<file path="config.mk">
export PLATFORM = sky130hd
export DESIGN_NAME = tick_timer_pair
export DESIGN_NICKNAME = d
export VERILOG_FILES = /design/src/rtl/tt_pkg.sv /design/src/rtl/tt_rst_sync.sv /design/src/rtl/tt_decode.sv /design/src/rtl/tt_counter.sv /design/src/rtl/tick_timer_pair.sv
export SDC_FILE = /design/constraint.sdc
export NUM_CORES = 1
export LEC_CHECK = 0
export CAP_MARGIN = 20
export CORE_MARGIN = 1
export CORE_UTILIZATION = 45
export CTS_BUF_LIST = sky130_fd_sc_hd__clkbuf_16
export DETAILED_ROUTE_END_ITERATION = 16
export GPL_TIMING_DRIVEN = 0
export HOLD_SLACK_MARGIN = 0.06
export PLACE_DENSITY_LB_ADDON = 0.2
export SETUP_SLACK_MARGIN = 0.05
export SLEW_MARGIN = 20
export SYNTH_ARGS = -nofsm -noshare
export SYNTH_HDL_FRONTEND = slang
export SYNTH_SLANG_ARGS = --single-unit
</file>
<file path="constraint.sdc">
create_clock -name clk -period 4.25 [get_ports clk]
set_input_delay 0.425 -clock clk [delete_from_list [all_inputs] [get_ports clk]]
set_output_delay 0.425 -clock clk [all_outputs]
set_load 0.005 [all_outputs]
</file>
<file path="src/rtl/tt_pkg.sv">
package tt_pkg;
  localparam int DATA_W = 32;
  localparam int NBYTES = DATA_W / 8;
  localparam int ADDR_W = 6;

  localparam int OFF_OS_LOAD = 'h20;
  localparam int OFF_OS_REM  = 'h24;
  localparam int OFF_PE_LOAD = 'h28;
  localparam int OFF_PE_REM  = 'h2C;

  typedef enum logic [2:0] {
    SEL_NONE,
    SEL_OS_LOAD,
    SEL_OS_REM,
    SEL_PE_LOAD,
    SEL_PE_REM
  } sel_e;

  // Reverse byte lanes: lane 0 <-> most significant byte of the value.
  function automatic logic [DATA_W-1:0] lane_swap(input logic [DATA_W-1:0] x);
    logic [DATA_W-1:0] y;
    for (int i = 0; i < NBYTES; i++) begin
      y[8*i +: 8] = x[8*(NBYTES-1-i) +: 8];
    end
    return y;
  endfunction
endpackage

</file>
<file path="src/rtl/tt_rst_sync.sv">
module tt_rst_sync (
  input  logic clk,
  input  logic rst_n,
  output logic rst_sync_n
);
  logic [1:0] sync_q;

  always_ff @(posedge clk or negedge rst_n) begin
    if (!rst_n) sync_q <= 2'b00;
    else        sync_q <= {sync_q[0], 1'b1};
  end

  assign rst_sync_n = sync_q[1];
endmodule

</file>
<file path="src/rtl/tt_decode.sv">
module tt_decode
  import tt_pkg::*;
#(
  parameter int ADDR_W = tt_pkg::ADDR_W,
  parameter int NBYTES = tt_pkg::NBYTES
) (
  input  logic              req,
  input  logic              we,
  input  logic [ADDR_W-1:0] addr,
  input  logic [2:0]        nbytes,
  output logic              wr_os,
  output logic              wr_pe,
  output sel_e              rd_sel,
  output logic              err
);
  sel_e sel;
  logic size_ok;

  always_comb begin
    sel = SEL_NONE;
    if      (addr == ADDR_W'(OFF_OS_LOAD)) sel = SEL_OS_LOAD;
    else if (addr == ADDR_W'(OFF_OS_REM))  sel = SEL_OS_REM;
    else if (addr == ADDR_W'(OFF_PE_LOAD)) sel = SEL_PE_LOAD;
    else if (addr == ADDR_W'(OFF_PE_REM))  sel = SEL_PE_REM;
  end

  assign size_ok = (nbytes == 3'(NBYTES));
  assign err     = req && (sel != SEL_NONE) && !size_ok;
  assign wr_os   = req && we && size_ok && (sel == SEL_OS_LOAD);
  assign wr_pe   = req && we && size_ok && (sel == SEL_PE_LOAD);
  assign rd_sel  = (req && !we && size_ok) ? sel : SEL_NONE;
endmodule

</file>
<file path="src/rtl/tt_counter.sv">
module tt_counter #(
  parameter int CNT_W    = 32,
  parameter bit PERIODIC = 1'b0
) (
  input  logic             clk,
  input  logic             rst_n,
  input  logic             tick,
  input  logic             wr_en,
  input  logic [CNT_W-1:0] wr_val,
  output logic [CNT_W-1:0] load_q,
  output logic [CNT_W-1:0] rem_q,
  output logic             expire_q
);
  logic [CNT_W-1:0] load_d, rem_d;
  logic             expire_d;
  logic             active, last_tick;

  assign active    = (load_q != '0);
  assign last_tick = (rem_q == CNT_W'(1));

  always_comb begin
    load_d   = load_q;
    rem_d    = rem_q;
    expire_d = 1'b0;
    if (wr_en) begin
      load_d = wr_val;
      rem_d  = wr_val;
    end else if (tick && active) begin
      if (last_tick) begin
        expire_d = 1'b1;
        if (PERIODIC) begin
          rem_d = load_q;
        end else begin
          load_d = '0;
          rem_d  = '0;
        end
      end else begin
        rem_d = rem_q - CNT_W'(1);
      end
    end
  end

  always_ff @(posedge clk or negedge rst_n) begin
    if (!rst_n) begin
      load_q   <= '0;
      rem_q    <= '0;
      expire_q <= 1'b0;
    end else begin
      load_q   <= load_d;
      rem_q    <= rem_d;
      expire_q <= expire_d;
    end
  end
endmodule

</file>
<file path="src/rtl/tick_timer_pair.sv">
module tick_timer_pair
  import tt_pkg::*;
#(
  parameter int ADDR_W = tt_pkg::ADDR_W,
  parameter int DATA_W = tt_pkg::DATA_W
) (
  input  logic              clk,
  input  logic              rst_n,
  input  logic              tick_en,
  input  logic              bus_req,
  input  logic              bus_we,
  input  logic [ADDR_W-1:0] bus_addr,
  input  logic [2:0]        bus_bytes,
  input  logic [DATA_W-1:0] bus_wdata,
  output logic [DATA_W-1:0] bus_rdata,
  output logic              bus_err,
  output logic              oneshot_irq,
  output logic              periodic_irq
);
  localparam int NB = DATA_W / 8;

  logic              rst_int_n;
  logic              wr_os, wr_pe;
  sel_e              rd_sel;
  logic [DATA_W-1:0] wval;
  logic [DATA_W-1:0] os_load, os_rem, pe_load, pe_rem;
  logic [DATA_W-1:0] rval;

  tt_rst_sync u_rst (
    .clk        (clk),
    .rst_n      (rst_n),
    .rst_sync_n (rst_int_n)
  );

  tt_decode #(.ADDR_W(ADDR_W), .NBYTES(NB)) u_dec (
    .req    (bus_req),
    .we     (bus_we),
    .addr   (bus_addr),
    .nbytes (bus_bytes),
    .wr_os  (wr_os),
    .wr_pe  (wr_pe),
    .rd_sel (rd_sel),
    .err    (bus_err)
  );

  // Big-endian value from byte lanes.
  for (genvar b = 0; b < NB; b++) begin : g_wswap
    assign wval[8*b +: 8] = bus_wdata[8*(NB-1-b) +: 8];
  end

  tt_counter #(.CNT_W(DATA_W), .PERIODIC(1'b0)) u_os (
    .clk      (clk),
    .rst_n    (rst_int_n),
    .tick     (tick_en),
    .wr_en    (wr_os),
    .wr_val   (wval),
    .load_q   (os_load),
    .rem_q    (os_rem),
    .expire_q (oneshot_irq)
  );

  tt_counter #(.CNT_W(DATA_W), .PERIODIC(1'b1)) u_pe (
    .clk      (clk),
    .rst_n    (rst_int_n),
    .tick     (tick_en),
    .wr_en    (wr_pe),
    .wr_val   (wval),
    .load_q   (pe_load),
    .rem_q    (pe_rem),
    .expire_q (periodic_irq)
  );

  always_comb begin
    unique case (rd_sel)
      SEL_OS_LOAD: rval = os_load;
      SEL_OS_REM:  rval = os_rem;
      SEL_PE_LOAD: rval = pe_load;
      SEL_PE_REM:  rval = pe_rem;
      default:     rval = '0;
    endcase
  end

  for (genvar b = 0; b < NB; b++) begin : g_rswap
    assign bus_rdata[8*b +: 8] = rval[8*(NB-1-b) +: 8];
  end
endmodule

</file>
Yosys cells after proc, flatten, opt, wreduce, memory -nomap -nowiden
Cells that the tools add are included.
- add/sub/neg operators: 2
- reductions and logical operators: 19
- equality and inequality tests: 13
- mux-type cells: 21
- operators with widths (cell ; number):
    $mux W32 ; 9
    $pmux W32 S4 ; 1
    $eq A32 B1 Y1 const B ; 2
    $reduce_bool A32 Y1 ; 2
    $sub A32 B1 Y32 const B ; 2
    $eq A6 B6 Y1 const B ; 4
    $mux W3 ; 5
    $logic_and A1 B1 Y1 ; 10
    $eq A3 B2 Y1 const B ; 3
    $eq A3 B1 Y1 const B ; 2
    $eq A3 B3 Y1 const B ; 2
    $mux W1 ; 6
    $reduce_bool A2 Y1 ; 3
    $reduce_bool A3 Y1 ; 1
    $logic_not A1 Y1 ; 2
    $reduce_and A2 Y1 ; 1
- output and inout port bits: 35
- logic and storage cells: 62
- flip-flop bits (word level): 132

Depth between registers and ports, before layout
- depth after elaboration: 9
- gate-level depth with buffers: 9
- gate-level depth less buffers: 8

Hierarchy
Synthesis repeated with hierarchy kept, for this count alone.
- cells, all modules: 923
- area, all modules: 8647.0 µm²
- modules (own cells, without submodules) (module ; area an instance (µm²) ; cells an instance ; times used ; seq. area each (µm²)):
    tt_counter at u_pe ; 3666.0 ; 402 ; 1 ; 1626.6
    tt_counter at u_os ; 3365.7 ; 351 ; 1 ; 1626.6
    tick_timer_pair ; 1471.4 ; 154 ; 1 ; 0.0
    tt_decode ; 90.1 ; 13 ; 1 ; 0.0
    tt_rst_sync ; 53.8 ; 3 ; 1 ; 50.0

Worst setup path after synthesis
Ideal clock, no wire load.
- path kind: register to register
- start: reg u_os.rem_q[15]
- end: reg u_os.rem_q[31]
- clock period less this slack: 2.749 ns
- data required time: 4.123 ns
- path buffers: 2
- slack: 1.501 ns
- cell stages (with the launch flop): 9
- setup time: 0.127 ns
- arrival time: 2.622 ns
- cells stage by stage: dfrtp_1 > or4_4 > or4b_4 > buf_6 > or4_4 > buf_6 > o41a_4 > o211ai_2 > nand3_1
- longest elaborated chain between the ends: 4
- ends and longest elaborated chain (item ; line ; source):
    start, declared ; tt_counter.sv:11 ; output logic [CNT_W-1:0] rem_q,
    start signal, assigned ; tt_counter.sv:50 ; rem_q <= rem_d;
    $sub A32 B1 Y32 or $eq A32 B1 Y1 (tied branches) ; tt_counter.sv:38, tt_counter.sv:19 ;
    $mux W32 * ; tt_counter.sv:29 ; if (last_tick) begin
    $mux W32 * ; tt_counter.sv:28 ; end else if (tick && active) begin
    $mux W32 * ; tt_counter.sv:25 ; if (wr_en) begin
Every way passes the cells marked *; elsewhere a longest branch is shown, timed or not. The select of a mux whose other input is x is not followed.
A chain may end at the register's enable or synchronous reset.

Worst setup path in the final report
- start: in bus_addr[2]
- end: out bus_rdata[11]
- longest elaborated chain between the ends: 8
- ends and longest elaborated chain (item ; line ; source):
    start, declared ; tick_timer_pair.sv:12 ; input logic [ADDR_W-1:0] bus_addr,
    $eq A6 B6 Y1 ; tt_decode.sv:24 ; else if (addr == ADDR_W'(OFF_PE_REM)) sel = SEL_PE_REM;
    $mux W3 ; tt_decode.sv:24 ;
    $mux W3 ; tt_decode.sv:23 ; else if (addr == ADDR_W'(OFF_PE_LOAD)) sel = SEL_PE_LOAD;
    $mux W3 ; tt_decode.sv:22 ; else if (addr == ADDR_W'(OFF_OS_REM)) sel = SEL_OS_REM;
    $mux W3 * ; tt_decode.sv:21 ; if (addr == ADDR_W'(OFF_OS_LOAD)) sel = SEL_OS_LOAD;
    $mux W3 * ; tt_decode.sv:31 ; assign rd_sel = (req && !we && size_ok) ? sel : SEL_NONE;
    $eq A3 B3 Y1, or another cell as far along ; tick_timer_pair.sv:74 ; unique case (rd_sel)
    $pmux W32 S4 * ; tick_timer_pair.sv:74 ;
    end, declared ; tick_timer_pair.sv:15 ; output logic [DATA_W-1:0] bus_rdata,
Every way passes the cells marked *; elsewhere a longest branch is shown, timed or not.

==> flow_summary.yaml <==
timing:
  clock_skew_ns: 0.007604
  hold_violations: 0
  rsz0062_at_grt: "false"
  fmax_mhz: 267.7
  period_share_pct: 87.91
  max_slew_margin_pct: 31.89
  setup_viol: 0
  fin_crit_ns: 3.736
  worstMarginPinSlew_ns: 1.012
  finalMaxSlewViolations: 0
die:
  die_w_um: 134.9
  core_um2: 17300
  die_y_um: 134.9
  fp-row-count: 48
  io_pins: 81
  dieArea_um2: 18200
  start_util_pct: 45.96
critical_path:
  arrival_ns: 3.31
  endpoint_kind: "primary output"
  path_buf_inv: 4
  path_max_fanout: 10
  worstRegToRegCells: 6
  start_kind: "input port"
  critPathSlowestCell: "buf_1"
  r2r_slack_ns: 0.68
  cpMostUsedCell: "clkdlybuf4s50_1"
  max_stage_delay_ns: 0.71
  worst-path-stages: 6
  crit_family: "buffers and inverters"
  worstSetupPathType: "in -> out"
  crit_chain: "clkdlybuf4s50_1 > clkbuf_1 > buf_1 > mux4_2 > nor2b_1 > clkdlybuf4s50_1"
  worstReg2RegEnd: "u_pe.rem_q[4]"
  cp_data_required_time_ns: 3.83
  timing.rr.start: "u_pe.rem_q[5]"
detailed_routing:
  wl_per_cell_um: 25.15
  drc: 0
  drt_iter0_drc: 1077
  dr.pass1.iters: 5
  ant_nets: 0
  viasPerCell: 6.522
  routed_wl_um: 30130
  num_vias: 7813
global_route:
  grt_max_degree: 57
  use_met3_pct: 8.521
  grtUsageMet2_pct: 52.43
  antenna_found_initial: 0
  gr-max-usage-layer: "met2"
  overflow: 0
  track_usage_pct: 34.89
  grt_pass1_vias: 7369
  use_met1_pct: 47.83
  grt_first_pass_wirelength_um: 45830
place:
  gp_congestion: 1.025
  port_buffers: 80
  dp_hpwl_um: 22930
min_path:
  hold_class: "in -> async"
yosys:
  muxShareOfSynthArea_pct: 11.14
  synthArstFlopShare_pct: 100.0
  synth_cells: 859
  synth_xor_area_share_pct: 1.763
  synth_nets: 909
  synth_flop_cell: "dfrtp_1"
  synth-seq-cells: 132
  synthAdderAreaFrac_pct: 0.6296
  postSynthAreaPerCell_um2: 9.254
  synth_area_um2: 7949
  yosys.area_share.simple_pct: 25.80
  synth_top_family_by_area: "simple AND/OR/NAND/NOR gates"
  synth_edf_count: 0
  synth-warning-count: 0
  yosysUniqueCellTypes: 65
  synth_seq_area_share_pct: 41.56
  synth-compound-area-share_pct: 16.10
layout:
  layout_common_cells: "nand2_1 (155), dfrtp_1 (131), clkdlybuf4s50_1 (80)"
  final_common_cell: "nand2_1"
  fin_util_pct: 56.17
  area_delta_synth_final_pct: 22.23
  finalNetCount: 1010
  antenna_cells: 0
  drive_gt1_share_pct: 8.633
power_and_ir_drop:
  cellLeakagePower_nw: 4.015
  ir_worst_vdd_v: 0.0003471
  total_power_w: 0.005105
  power_density_nw_per_um2: 525.5
clock_tree:
  cts_buffer_depth: 2
  numCtsBuffers: 17
  post_cts_buffers: 0
  worstSkewPairLatency_ns: 0.43
  tritoncts: "yes"
  clk_pin_slew_ns: 0.06
  clock-sinks: 132
  cts-root-buf: "clkbuf_16"
  ctsResizeCount: 0
  postCtsHoldBufs: 0
  h-tree-depth: 4
status:
  status: "finished, final reports clean"
flow_run:
  maxCapViolations: 0
-- cells by family after synthesis --
group | after synthesis
simple gates | 411
compound gates | 189
xor+xnor | 16
fa+ha+maj | 4
other cells | 1
mux | 48
flops | 132
buf+inv | 58
-- sequential cells by signal, summed over array words and instances (netlist names) --
name,count
u_os.expire_q,1
u_os.load_q,32
u_os.rem_q,32
u_pe.expire_q,1
u_pe.load_q,32
u_pe.rem_q,32
u_rst.sync_q,2
-- worst max-delay path by stage --
stage / endpoint / slack (ns) / from
4_1_cts: bus_rdata[9] / 0.49 / bus_addr[2]
3_3_place_gp: u_os.rem_q[5] / -1.29 / u_rst.sync_q[1]
2_1_floorplan: u_os.expire_q / 0.30 / u_rst.sync_q[1]
6_report: bus_rdata[11] / 0.51 / bus_addr[2]
3_5_place_dp: bus_rdata[23] / 0.49 / bus_addr[2]
5_1_grt: bus_rdata[9] / 0.34 / bus_addr[2]
-- final cells by class --
cell class | instances | area (um^2)
multi-input cells | 669 | 4429
clock buffers | 17 | 425.4
inverters | 6 | 22.52
clock inverters | 15 | 188.9
repair buffers | 82 | 848.3
plain buffers | 52 | 212.7
fillers | 1529 | 7581
well taps | 225 | 281.5
flip-flops and latches | 132 | 3307
-- layer usage --
layer	vias to the layer above	share of wire, %
met2	539	45
met4	0	4.3
met1	3798	40
li1	3396	-
met5	-	0
met3	80	10
-- synthesized netlist by cell type (all sizes together), types with 4 or more instances --
| library cell | n | area, um^2 |
|---|---|---|
| a22o | 27 | 236.5 |
| o31ai | 8 | 60.06 |
| or3 | 17 | 106.4 |
| a2bb2oi | 5 | 43.79 |
| xor2 | 6 | 52.55 |
| xnor2 | 10 | 87.58 |
| nand2 | 155 | 581.8 |
| a21o | 8 | 60.06 |
| o211ai | 12 | 95.09 |
| o22ai | 4 | 25.02 |
| nor4 | 38 | 252.7 |
| nand3 | 25 | 130.1 |
| o311ai | 4 | 35.04 |
| mux4 | 32 | 724.4 |
| nor2b | 34 | 212.7 |
| mux2i | 15 | 150.1 |
| ha | 4 | 50.05 |
| buf | 10 | 55.05 |
| dfrtp | 132 | 3303 |
| a21oi | 41 | 205.2 |
| o21a | 12 | 90.09 |
| nor3 | 27 | 135.1 |
| or2 | 8 | 50.05 |
| clkbuf | 42 | 157.7 |
| or4 | 12 | 97.59 |
| o21ai | 44 | 220.2 |
| o221ai | 5 | 43.79 |
| nor2 | 61 | 229.0 |
| inv | 6 | 22.52 |
| nand4 | 14 | 87.58 |
-- stage by stage --
step                setup TNS, ns  cell area [um^2]  std cells  hold slack (ns)  worst slack [ns]
floorplan                       0              7949        859           0.1294            0.3001
global placement          -166.10              9031       1164           0.3345            -1.293
detailed placement              0              9089       1166           0.3105            0.4886
CTS                             0              9703       1198           0.1483            0.4875
global route                    0              9716       1198           0.1399            0.3394
finish                          0              9716       1198           0.1517            0.5139
-- power by group --
group	internal, W	switching [W]
registers	0.00151	0.000499
logic	0.000669	0.000885
clock network	0.000971	0.000574
total	0.00315	0.00196
No activity file was read; power rests on OpenSTA's default activity.
